<file path="src/rtl/hmw_pkg.sv">
package hmw_pkg;
  typedef enum logic [1:0] {
    XFER_BYTE     = 2'b00,
    XFER_HALF     = 2'b01,
    XFER_WORD     = 2'b10,
    XFER_WORD_INC = 2'b11
  } xfer_e;

  typedef enum logic [1:0] {
    FSM_IDLE  = 2'd0,
    FSM_FETCH = 2'd1,
    FSM_WAIT  = 2'd2
  } fsm_e;

  localparam int SLOT_COUNT = 6;
  localparam int SLOT_W     = 3;
  localparam int LANE_COUNT = 4;
  localparam int LANE_W     = 2;
endpackage

</file>
<file path="src/rtl/hmw_decode.sv">
module hmw_decode import hmw_pkg::*; #(
  parameter int IO_AW = 16
) (
  input  logic [IO_AW-1:0]  port_addr,
  input  logic [IO_AW-1:0]  base,
  output logic              hit,
  output logic [SLOT_W-1:0] slot
);
  logic [IO_AW-1:0] diff;

  always_comb begin
    diff = port_addr - base;
    hit  = diff < IO_AW'(SLOT_COUNT);
    slot = diff[SLOT_W-1:0];
  end
endmodule

</file>
<file path="src/rtl/hmw_addr_reg.sv">
module hmw_addr_reg import hmw_pkg::*; #(
  parameter int WORD_AW = 13
) (
  input  logic               clk,
  input  logic               rst_n,
  input  logic               wr_lo,
  input  logic               wr_hi,
  input  logic [7:0]         wbyte,
  input  logic               step,
  output logic [WORD_AW-1:0] word_addr,
  output xfer_e              xfer,
  output logic [7:0]         lo_view,
  output logic [7:0]         hi_view
);
  localparam int LO_W = 6;
  localparam int HI_W = WORD_AW - LO_W;

  logic [WORD_AW-1:0] wa;
  xfer_e              mode_q;

  always_ff @(posedge clk or negedge rst_n) begin
    if (!rst_n) begin
      wa     <= '0;
      mode_q <= XFER_BYTE;
    end else if (wr_lo) begin
      wa[LO_W-1:0] <= wbyte[7:2];
      mode_q       <= xfer_e'(wbyte[1:0]);
    end else if (wr_hi) begin
      wa[WORD_AW-1:LO_W] <= wbyte[HI_W-1:0];
    end else if (step) begin
      wa <= wa + 1'b1;
    end
  end

  always_comb begin
    word_addr = wa;
    xfer      = mode_q;
    lo_view   = {wa[LO_W-1:0], mode_q};
    hi_view   = {{(8-HI_W){1'b0}}, wa[WORD_AW-1:LO_W]};
  end

  // each step moves the word address by exactly one, wrapping
  a_r7_step_by_one: assert property (@(posedge clk) disable iff (!rst_n)
    (step && !wr_lo && !wr_hi) |=> wa == WORD_AW'($past(wa) + 1'b1));
endmodule

</file>
<file path="src/rtl/hmw_stage.sv">
module hmw_stage import hmw_pkg::*; (
  input  logic                  clk,
  input  logic                  rst_n,
  input  logic                  load,
  input  logic [31:0]           load_word,
  input  logic [LANE_COUNT-1:0] lane_we,
  input  logic [7:0]            lane_byte,
  output logic [31:0]           word
);
  for (genvar g = 0; g < LANE_COUNT; g++) begin : g_lane
    always_ff @(posedge clk or negedge rst_n) begin
      if (!rst_n)          word[8*g +: 8] <= '0;
      else if (load)       word[8*g +: 8] <= load_word[8*g +: 8];
      else if (lane_we[g]) word[8*g +: 8] <= lane_byte;
    end
  end
endmodule

</file>
<file path="src/rtl/host_mem_window.sv">
module host_mem_window import hmw_pkg::*; #(
  parameter int IO_AW   = 16,
  parameter int WORD_AW = 13
) (
  input  logic               clk,
  input  logic               rst_n,
  input  logic [IO_AW-1:0]   win_base,
  input  logic               io_valid,
  output logic               io_ready,
  input  logic               io_write,
  input  logic [IO_AW-1:0]   io_addr,
  input  logic [7:0]         io_wdata,
  output logic               io_rvalid,
  output logic [7:0]         io_rdata,
  output logic [WORD_AW-1:0] mem_addr,
  output logic [31:0]        mem_wdata,
  output logic [3:0]         mem_be,
  output logic               mem_we,
  output logic               mem_re,
  input  logic [31:0]        mem_rdata
);
  fsm_e               state;
  logic               hit;
  logic [SLOT_W-1:0]  slot;
  logic [LANE_W-1:0]  lane, pend_lane;
  logic               pend_long;
  logic [WORD_AW-1:0] word_addr;
  xfer_e              xfer;
  logic [7:0]         lo_view, hi_view;
  logic [31:0]        staged;
  logic               acc, data_acc, is_long;
  logic               wr_lo, wr_hi, need_fetch, stage_rd, step, flush, bwrite;
  logic [LANE_COUNT-1:0] lane_we;
  logic [7:0]         reg_view;
  logic               rvalid_q, we_q;
  logic [7:0]         rdata_q;
  logic [WORD_AW-1:0] maddr_q;
  logic [31:0]        mwdata_q;
  logic [3:0]         mbe_q;

  hmw_decode #(.IO_AW(IO_AW)) u_decode (
    .port_addr(io_addr), .base(win_base), .hit(hit), .slot(slot)
  );

  hmw_addr_reg #(.WORD_AW(WORD_AW)) u_addr (
    .clk(clk), .rst_n(rst_n), .wr_lo(wr_lo), .wr_hi(wr_hi), .wbyte(io_wdata),
    .step(step), .word_addr(word_addr), .xfer(xfer),
    .lo_view(lo_view), .hi_view(hi_view)
  );

  hmw_stage u_stage (
    .clk(clk), .rst_n(rst_n),
    .load(state == FSM_WAIT && pend_long), .load_word(mem_rdata),
    .lane_we(lane_we), .lane_byte(io_wdata), .word(staged)
  );

  always_comb begin
    io_ready   = (state == FSM_IDLE);
    acc        = io_valid && io_ready;
    lane       = LANE_W'(slot - SLOT_W'(2));
    is_long    = xfer[1];
    data_acc   = acc && hit && (slot >= SLOT_W'(2));
    wr_lo      = acc && io_write && hit && (slot == SLOT_W'(0));
    wr_hi      = acc && io_write && hit && (slot == SLOT_W'(1));
    need_fetch = data_acc && !io_write && (!is_long || lane == '0);
    stage_rd   = data_acc && !io_write && is_long && lane != '0;
    step       = data_acc && (xfer == XFER_WORD_INC) && (lane == LANE_W'(3));
    flush      = data_acc && io_write && is_long && (lane == LANE_W'(3));
    bwrite     = data_acc && io_write && !is_long;
    lane_we    = (data_acc && io_write && is_long) ? LANE_COUNT'(1) << lane : '0;
    if (!hit)                     reg_view = 8'h00;
    else if (slot == SLOT_W'(0))  reg_view = lo_view;
    else if (slot == SLOT_W'(1))  reg_view = hi_view;
    else                          reg_view = staged[8*lane +: 8];
  end

  always_ff @(posedge clk or negedge rst_n) begin
    if (!rst_n) begin
      state     <= FSM_IDLE;
      pend_lane <= '0;
      pend_long <= 1'b0;
      rvalid_q  <= 1'b0;
      rdata_q   <= '0;
      we_q      <= 1'b0;
      maddr_q   <= '0;
      mwdata_q  <= '0;
      mbe_q     <= '0;
    end else begin
      rvalid_q <= 1'b0;
      we_q     <= 1'b0;
      case (state)
        FSM_IDLE: begin
          if (need_fetch) begin
            state     <= FSM_FETCH;
            pend_lane <= lane;
            pend_long <= is_long;
            maddr_q   <= word_addr;
          end else if (acc && !io_write) begin
            rvalid_q <= 1'b1;
            rdata_q  <= reg_view;
          end
          if (flush) begin
            we_q     <= 1'b1;
            maddr_q  <= word_addr;
            mwdata_q <= {io_wdata, staged[23:0]};
            mbe_q    <= 4'hF;
          end else if (bwrite) begin
            we_q     <= 1'b1;
            maddr_q  <= word_addr;
            mwdata_q <= {LANE_COUNT{io_wdata}};
            mbe_q    <= 4'(1) << lane;
          end
        end
        FSM_FETCH: state <= FSM_WAIT;
        default: begin
          state    <= FSM_IDLE;
          rvalid_q <= 1'b1;
          rdata_q  <= mem_rdata[8*pend_lane +: 8];
        end
      endcase
    end
  end

  always_comb begin
    io_rvalid = rvalid_q;
    io_rdata  = rdata_q;
    mem_addr  = maddr_q;
    mem_wdata = mwdata_q;
    mem_be    = mbe_q;
    mem_we    = we_q;
    mem_re    = (state == FSM_FETCH);
  end

  // read and write strobes never overlap
  a_r10_strobes_apart: assert property (@(posedge clk) disable iff (!rst_n)
    !(mem_re && mem_we));
  // a fetch is always answered two cycles after its strobe
  a_r4_fetch_answers: assert property (@(posedge clk) disable iff (!rst_n)
    mem_re |-> ##2 io_rvalid);
  // a staged-lane read raises no memory strobe
  a_r5_stage_no_fetch: assert property (@(posedge clk) disable iff (!rst_n)
    stage_rd |=> !mem_re);
  // a lane-3 commit writes the full word with the host byte on top
  a_r6_commit_full: assert property (@(posedge clk) disable iff (!rst_n)
    flush |=> (mem_we && mem_be == 4'hF && mem_wdata[31:24] == $past(io_wdata)));
  // enables are a single lane or the whole word
  a_r9_be_shape: assert property (@(posedge clk) disable iff (!rst_n)
    mem_we |-> ($countones(mem_be) == 1 || mem_be == 4'hF));
endmodule

</file>
<file path="config.mk">
export PLATFORM = sky130hd
export DESIGN_NAME = host_mem_window
export DESIGN_NICKNAME = d
export VERILOG_FILES = /design/src/rtl/hmw_pkg.sv /design/src/rtl/hmw_decode.sv /design/src/rtl/hmw_addr_reg.sv /design/src/rtl/hmw_stage.sv /design/src/rtl/host_mem_window.sv
export SDC_FILE = /design/constraint.sdc
export NUM_CORES = 1
export LEC_CHECK = 0
export CAP_MARGIN = 10
export CORE_MARGIN = 5
export CORE_UTILIZATION = 50
export DETAILED_ROUTE_END_ITERATION = 8
export PLACE_DENSITY = 0.8
export SLEW_MARGIN = 15
export SYNTH_ARGS = -nofsm -noshare
export SYNTH_HDL_FRONTEND = slang
export SYNTH_SLANG_ARGS = --single-unit
</file>
<file path="constraint.sdc">
create_clock -name clk -period 8.8 [get_ports clk]
set_clock_uncertainty 0.05 [all_clocks]
set_input_delay 1.76 -clock clk [delete_from_list [all_inputs] [get_ports clk]]
set_output_delay 1.76 -clock clk [all_outputs]
set_load 0.01 [all_outputs]
</file>
Word level (Yosys, flattened, before mapping)
Cells that the tools add are included.
{"block": "totals", "reg_bits": 111, "wordCells": 106}
{"block": "classes", "addsub": 3, "reduce_logical": 37, "n_mux": 34, "shift": 3, "bitwise_logic": 2, "eq_ne": 9, "order_cmp": 2}
{"op": "8-bit 2-to-1 mux", "n": 13}
{"op": "32-bit 2-to-1 mux", "n": 2}
{"op": "32-bit by 6-bit variable part select with 8-bit output", "n": 2}
{"op": "13-bit 2-to-1 mux", "n": 4}
{"op": "1-bit logical AND", "n": 17}
{"op": "16-bit by 3-bit < comparator with 1-bit output (second input constant)", "n": 1}
{"op": "8-bit case mux with 2 select lines", "n": 1}
{"op": "16-bit subtractor", "n": 1}
{"op": "2-bit nonzero test", "n": 7}
{"op": "13-bit by 1-bit adder with 13-bit output (second input constant)", "n": 1}
{"op": "4-bit 2-to-1 mux", "n": 3}
{"op": "6-bit 2-to-1 mux", "n": 2}
{"op": "2-bit AND reduction", "n": 5}
{"op": "7-bit 2-to-1 mux", "n": 1}
{"op": "2-bit == test (second input constant)", "n": 3}
{"op": "2-bit by 1-bit inequality test with 1-bit output (second input constant)", "n": 3}
{"op": "1-bit 2-to-1 mux", "n": 5}
{"op": "2-bit logical NOT", "n": 2}
{"op": "2-bit case mux with 2 select lines", "n": 1}
{"op": "1-bit by 2-bit << shifter with 4-bit output (first input constant)", "n": 1}
{"op": "3-bit by 1-bit == test with 1-bit output (second input constant)", "n": 1}
{"op": "3-bit by 2-bit >= comparator with 1-bit output (second input constant)", "n": 1}
{"op": "3-bit logical NOT", "n": 1}
{"op": "3-bit AND reduction", "n": 1}
{"op": "other kinds (9)", "n": 11}

Depth between registers and ports, before layout
{"block": "logic_depth", "word_depth": 9, "mapped_depth": 16, "depth_no_buf": 13}

Modules after synthesis
From an unflattened synthesis, not the netlist that was laid out.
{"block": "hier_totals", "cells_unflattened": 654, "area_unflattened_um2": 6769.0}
{"module": "host_mem_window", "n_inst": 1, "cells_per_inst": 281, "area_each_um2": 3259.4}
{"module": "hmw_stage", "n_inst": 1, "cells_per_inst": 139, "area_each_um2": 1639.1}
{"module": "hmw_addr_reg", "n_inst": 1, "cells_per_inst": 108, "area_each_um2": 1009.7}
{"module": "hmw_decode", "n_inst": 1, "cells_per_inst": 126, "area_each_um2": 860.8}

Worst setup path after synthesis
OpenSTA, ideal clock, no wires.
{"block": "synth_path", "path_type": "input-to-reg", "from": "in io_addr[0]", "to": "reg maddr_q[11], in the netlist mem_addr[11]", "path_stages": 14, "arrival_time_ns": 4.745, "t_required_ns": 8.625, "path_slack_ns": 3.879, "setup_ns": 0.125, "n_path_buf": 2, "cell_sequence": "inv_1 > ha_1 > inv_1 > fa_1 > a21o_1 > a221oi_2 > xor2_1 > o211ai_1 > nor4_2 > nand4_2 > or4_1 > buf_2 > buf_6 > mux2_4"}
{"block": "synth_between", "elab_chain_cells": 9, "word_cells_on_any_way": 19}
{"element": "from (decl)", "line": "host_mem_window.sv:11", "source": "input logic [IO_AW-1:0] io_addr,"}
{"element": "16-bit subtractor (*)", "line": "hmw_decode.sv:12", "source": "diff = port_addr - base;"}
{"element": "16-bit by 3-bit < comparator with 1-bit output", "line": "hmw_decode.sv:13", "source": "hit = diff < IO_AW'(SLOT_COUNT);"}
{"element": "1-bit logical AND (2 in series)", "line": "host_mem_window.sv:62", "source": "data_acc = acc && hit && (slot >= SLOT_W'(2));"}
{"element": "1-bit logical AND", "line": "host_mem_window.sv:68, host_mem_window.sv:69"}
{"element": "1-bit logical AND (2 in series)", "line": "host_mem_window.sv:68", "source": "flush = data_acc && io_write && is_long && (lane == LANE_W'(3));"}
{"element": "3-bit nonzero test (no line)"}
{"element": "2-bit AND reduction (no line)"}
{"element": "to (signal assigned)", "line": "host_mem_window.sv:97", "source": "maddr_q <= word_addr;"}
{"element": "to (signal assigned)", "line": "host_mem_window.sv:104", "source": "maddr_q <= word_addr;"}
{"element": "to (signal assigned)", "line": "host_mem_window.sv:109", "source": "maddr_q <= word_addr;"}
{"element": "to (decl)", "line": "host_mem_window.sv:37", "source": "logic [WORD_AW-1:0] maddr_q;"}
Every way passes the cells marked *; elsewhere a longest branch is shown, timed or not.
A chain may end at the register's enable or synchronous reset.

Worst setup path in the final report
{"block": "layout_path", "from": "in win_base[0]", "to": "reg mwdata_q[6], in the netlist mem_wdata[6]"}
{"block": "layout_between", "elab_chain_cells": 9, "word_cells_on_any_way": 14}
{"element": "from (decl)", "line": "host_mem_window.sv:7", "source": "input logic [IO_AW-1:0] win_base,"}
{"element": "16-bit subtractor (*)", "line": "hmw_decode.sv:12"}
{"element": "16-bit by 3-bit < comparator with 1-bit output", "line": "hmw_decode.sv:13"}
{"element": "1-bit logical AND (2 in series)", "line": "host_mem_window.sv:62"}
{"element": "1-bit logical AND", "line": "host_mem_window.sv:68, host_mem_window.sv:69"}
{"element": "1-bit logical AND (2 in series)", "line": "host_mem_window.sv:68"}
{"element": "2-bit nonzero test (no line)"}
{"element": "2-bit AND reduction (no line)"}
{"element": "to (signal assigned)", "line": "host_mem_window.sv:105", "source": "mwdata_q <= {io_wdata, staged[23:0]};"}
{"element": "to (signal assigned)", "line": "host_mem_window.sv:110", "source": "mwdata_q <= {LANE_COUNT{io_wdata}};"}
{"element": "to (decl)", "line": "host_mem_window.sv:38", "source": "logic [31:0] mwdata_q;"}
Marked as above.

==> summary.txt <==
RD Place Congestion - 0.918
top cell type's share of synthesized area - 0.397
H-tree depth - 3
Buf/Inv on CP - 3
relative slew slack - 0.260
# rows - 43
adder-cell share of the synthesized area - 0.0315
Post-CTS Setup Bufs - 0
Starting DRT DRC Count - 640
CTS Hold Buffers Added - 0
Seq/Total Area, Yosys - 0.397
Syn-to-layout area delta - 25.6%
critical path arrival - 6280 ps
post-synthesis simple-gate area fraction - 0.182
Post-CTS Resized - 0
Max FO, Critical Path - 31
die area - 0.0165 mm^2
design area - 0.00879 mm^2
clk sinks - 111
Die H - 128 um
clk_lat worst skew - 360 ps
global route overflow - 0
post-synthesis compound-gate area fraction - 0.200
post-synthesis register bit count - 111
initial antenna violation count - 0
Setup crit start kind - input pin
leading area contributor after synthesis - dfrtp_1
r2r startpoint - state[1]
Worst Setup Path Type - in -> reg
hold depth - 2
Die Width - 128 um
hold endpoint - mem_be[0]
Routed Wire Length - 21.0 mm
syn nets - 846
Worst R2R Path Depth - 7
Global Route Usage Sum - 0.255
Final Max Slew Viols - 0
top cells by area, synth - dfrtp_1 40%, mux4_2 5.2%, nand2_1 4.7%
Mapped Area - 0.00699 mm^2
commonest non-fill, non-tap cell in the layout - clkdlybuf4s50_1
detailed-placement wirelength estimate - 15.0 mm
Worst-Margin Slew - 1090 ps
Initial DRT Pass Iterations - 5
vias in the first global route - 6306
setup repair after global routing missed its margin - no
cells after synthesis - 753
maximum vdd drop - 115 uV
Fin Setup TNS - 0 ps
clk slew on worst S/H paths - 70 ps
Final Setup Violations - 0
CP delay by family, top - simple AND/OR/NAND/NOR gates
RR Endpoint - u_addr.xfer[1]
min-delay src - mem_be[0]
Crit-path slowest cell - and4_1
syn avg cell area - 9.29 um^2
CTS tree - done
Worst path max stage delay - 650 ps
multiplexer share of the synthesized area - 0.136
Port Buffers - 136
Achievable Freq - 0.164 GHz
clock root cell - clkbuf_16
maxcap violations - 0
worst hold path type - reg -> reg
Post-DRT Antenna Nets - 0
Max clock buf depth - 2
io pins - 137
CTS Buf Count - 9
XOR/XNOR Fraction of Synth Area - 0.0100
Placed Area - 0.00845 mm^2
DR WL/cell - 20.2 um
worst path required time - 9000 ps
Initial Util - 0.508
FFs w/ async S/R, synth - 1.00
cells along the critical path - clkdlybuf4s50_1, ha_1, inv_1, fa_1, a21o_1, a221oi_2, xor2_1, o211ai_1, nor4_2, and4_1, buf_4, nand2_1, o31a_1
fin crit share - 0.692
antenna cells - 0
Cell Pwr Density - 134 mW/mm^2
synth unique cells - 60
Vias - 6576
crit end category - flop
global-route wire length before repair - 33.1 mm
Synth Warn # - 0
dpl cells - 1026
commonest cells after routing, fill and taps aside - 135 x clkdlybuf4s50_1, 111 x dfrtp_1, 88 x nand2_1, 59 x a21oi_1, 44 x nor2_1
Layout Cells excl Fill - 1042
crit path time final - 6090 ps
core area - 0.0138 mm^2
Leak - 0.00372 uW
drt drc - 0
status - complete, no violations
share of layout cells above drive strength 1 - 0.0870
r2r setup slk - 5110 ps
Post-synth EDFFs - 0
power consumption - 1180 uW
largest family of logic cells by synthesized area - compound AO/OA/AOI/OAI gates
multi-input logic area - 0.00392 mm^2
vias per inst - 6.31
Fillers - 1191
endpoints failing hold - 0
register area - 0.00278 mm^2
fin nets - 950
largest net degree at the start of global routing - 60
main flop type after synthesis - dfrtp_1
-- registers in the layout, summed over array words and instances (netlist names) --
signal	cells
pend_long	1
mem_we	1
mem_addr	13
state	2
u_stage.word	32
u_addr.xfer	2
pend_lane	2
u_addr.word_addr	13
io_rvalid	1
io_rdata	8
mem_be	4
mem_wdata	32
-- logic make-up after synthesis --
family / after synthesis
flip-flops: 111
AO/OA/AOI/OAI: 208
adder cells (fa/ha/maj): 17
multiplexers: 69
AND/OR/NAND/NOR: 262
buffers and inverters: 78
XOR/XNOR: 8
-- report_power, final --
part	leakage, uW	total, uW	internal [uW]	switching, uW
Clock	0.000165	464	257	207
Sequential	0.00142	512	511	0.854
Combinational	0.00213	206	84.0	122
Total	0.00372	1180	852	330
-- worst max path at each step --
stage | start | to | slack, ps | cells past startpoint
floorplan | io_addr[0] | mem_addr[11] | 3880 | 14
global placement | win_base[0] | mem_wdata[22] | 2490 | 13
detailed placement | win_base[0] | mem_wdata[14] | 2350 | 13
CTS | win_base[0] | mem_wdata[6] | 2750 | 13
global route | io_addr[0] | mem_wdata[22] | 2360 | 14
finish | win_base[0] | mem_wdata[6] | 2710 | 13
-- layer usage --
layer	GRT usage	share of wire	vias up
li1	-	-	2991
met3	0.0529	0.094	84
met4	0.107	0.043	0
met1	0.339	0.40	3118
met2	0.405	0.47	383
met5	0	0	-
-- metrics by stage --
step           hold WS [ps]   util  setup slack, ps
6_report                441  0.638             2710
3_3_place_gp            420  0.613             2490
3_5_place_dp            418  0.613             2350
2_1_floorplan           414      -             3880
4_1_cts                 441  0.638             2750
5_1_grt                 459  0.638             2360
-- synth_stat cells (3+ instances only) --
master / count
o31a_1: 25
nand2_1: 88
o21a_1: 9
dfrtp_1: 111
o211ai_1: 11
nand4_1: 5
mux4_2: 16
o21ai_0: 39
nor2b_1: 7
o41ai_1: 11
buf_2: 4
nor2_1: 44
nand3_1: 33
a211oi_1: 3
mux2_2: 14
inv_1: 25
a21oi_1: 59
nand2b_1: 3
buf_1: 3
nand3b_1: 3
or4_1: 3
a21o_1: 30
xor2_1: 4
and3_1: 6
ha_1: 16
and4_1: 3
clkbuf_1: 45
xnor2_1: 4
mux2_4: 8
mux2i_1: 31
nor3_1: 36
nor4_1: 17
a21boi_0: 3
-- tightest hold or removal path: cells and delay by family, from the launching register on --
family,cells,cell delay [ps]
DFF,1,360
and+or+nand+nor,2,100
-- layout make-up --
type                       count  area share
clock inverter                 7      0.0130
multi-input combinational    564       0.446
sequential                   111       0.316
clock buffer                   9      0.0256
inverter                      25      0.0107
tap                          180      0.0256
timing repair buffer         146       0.163
Note: power is estimated with default switching activity, not from simulation.
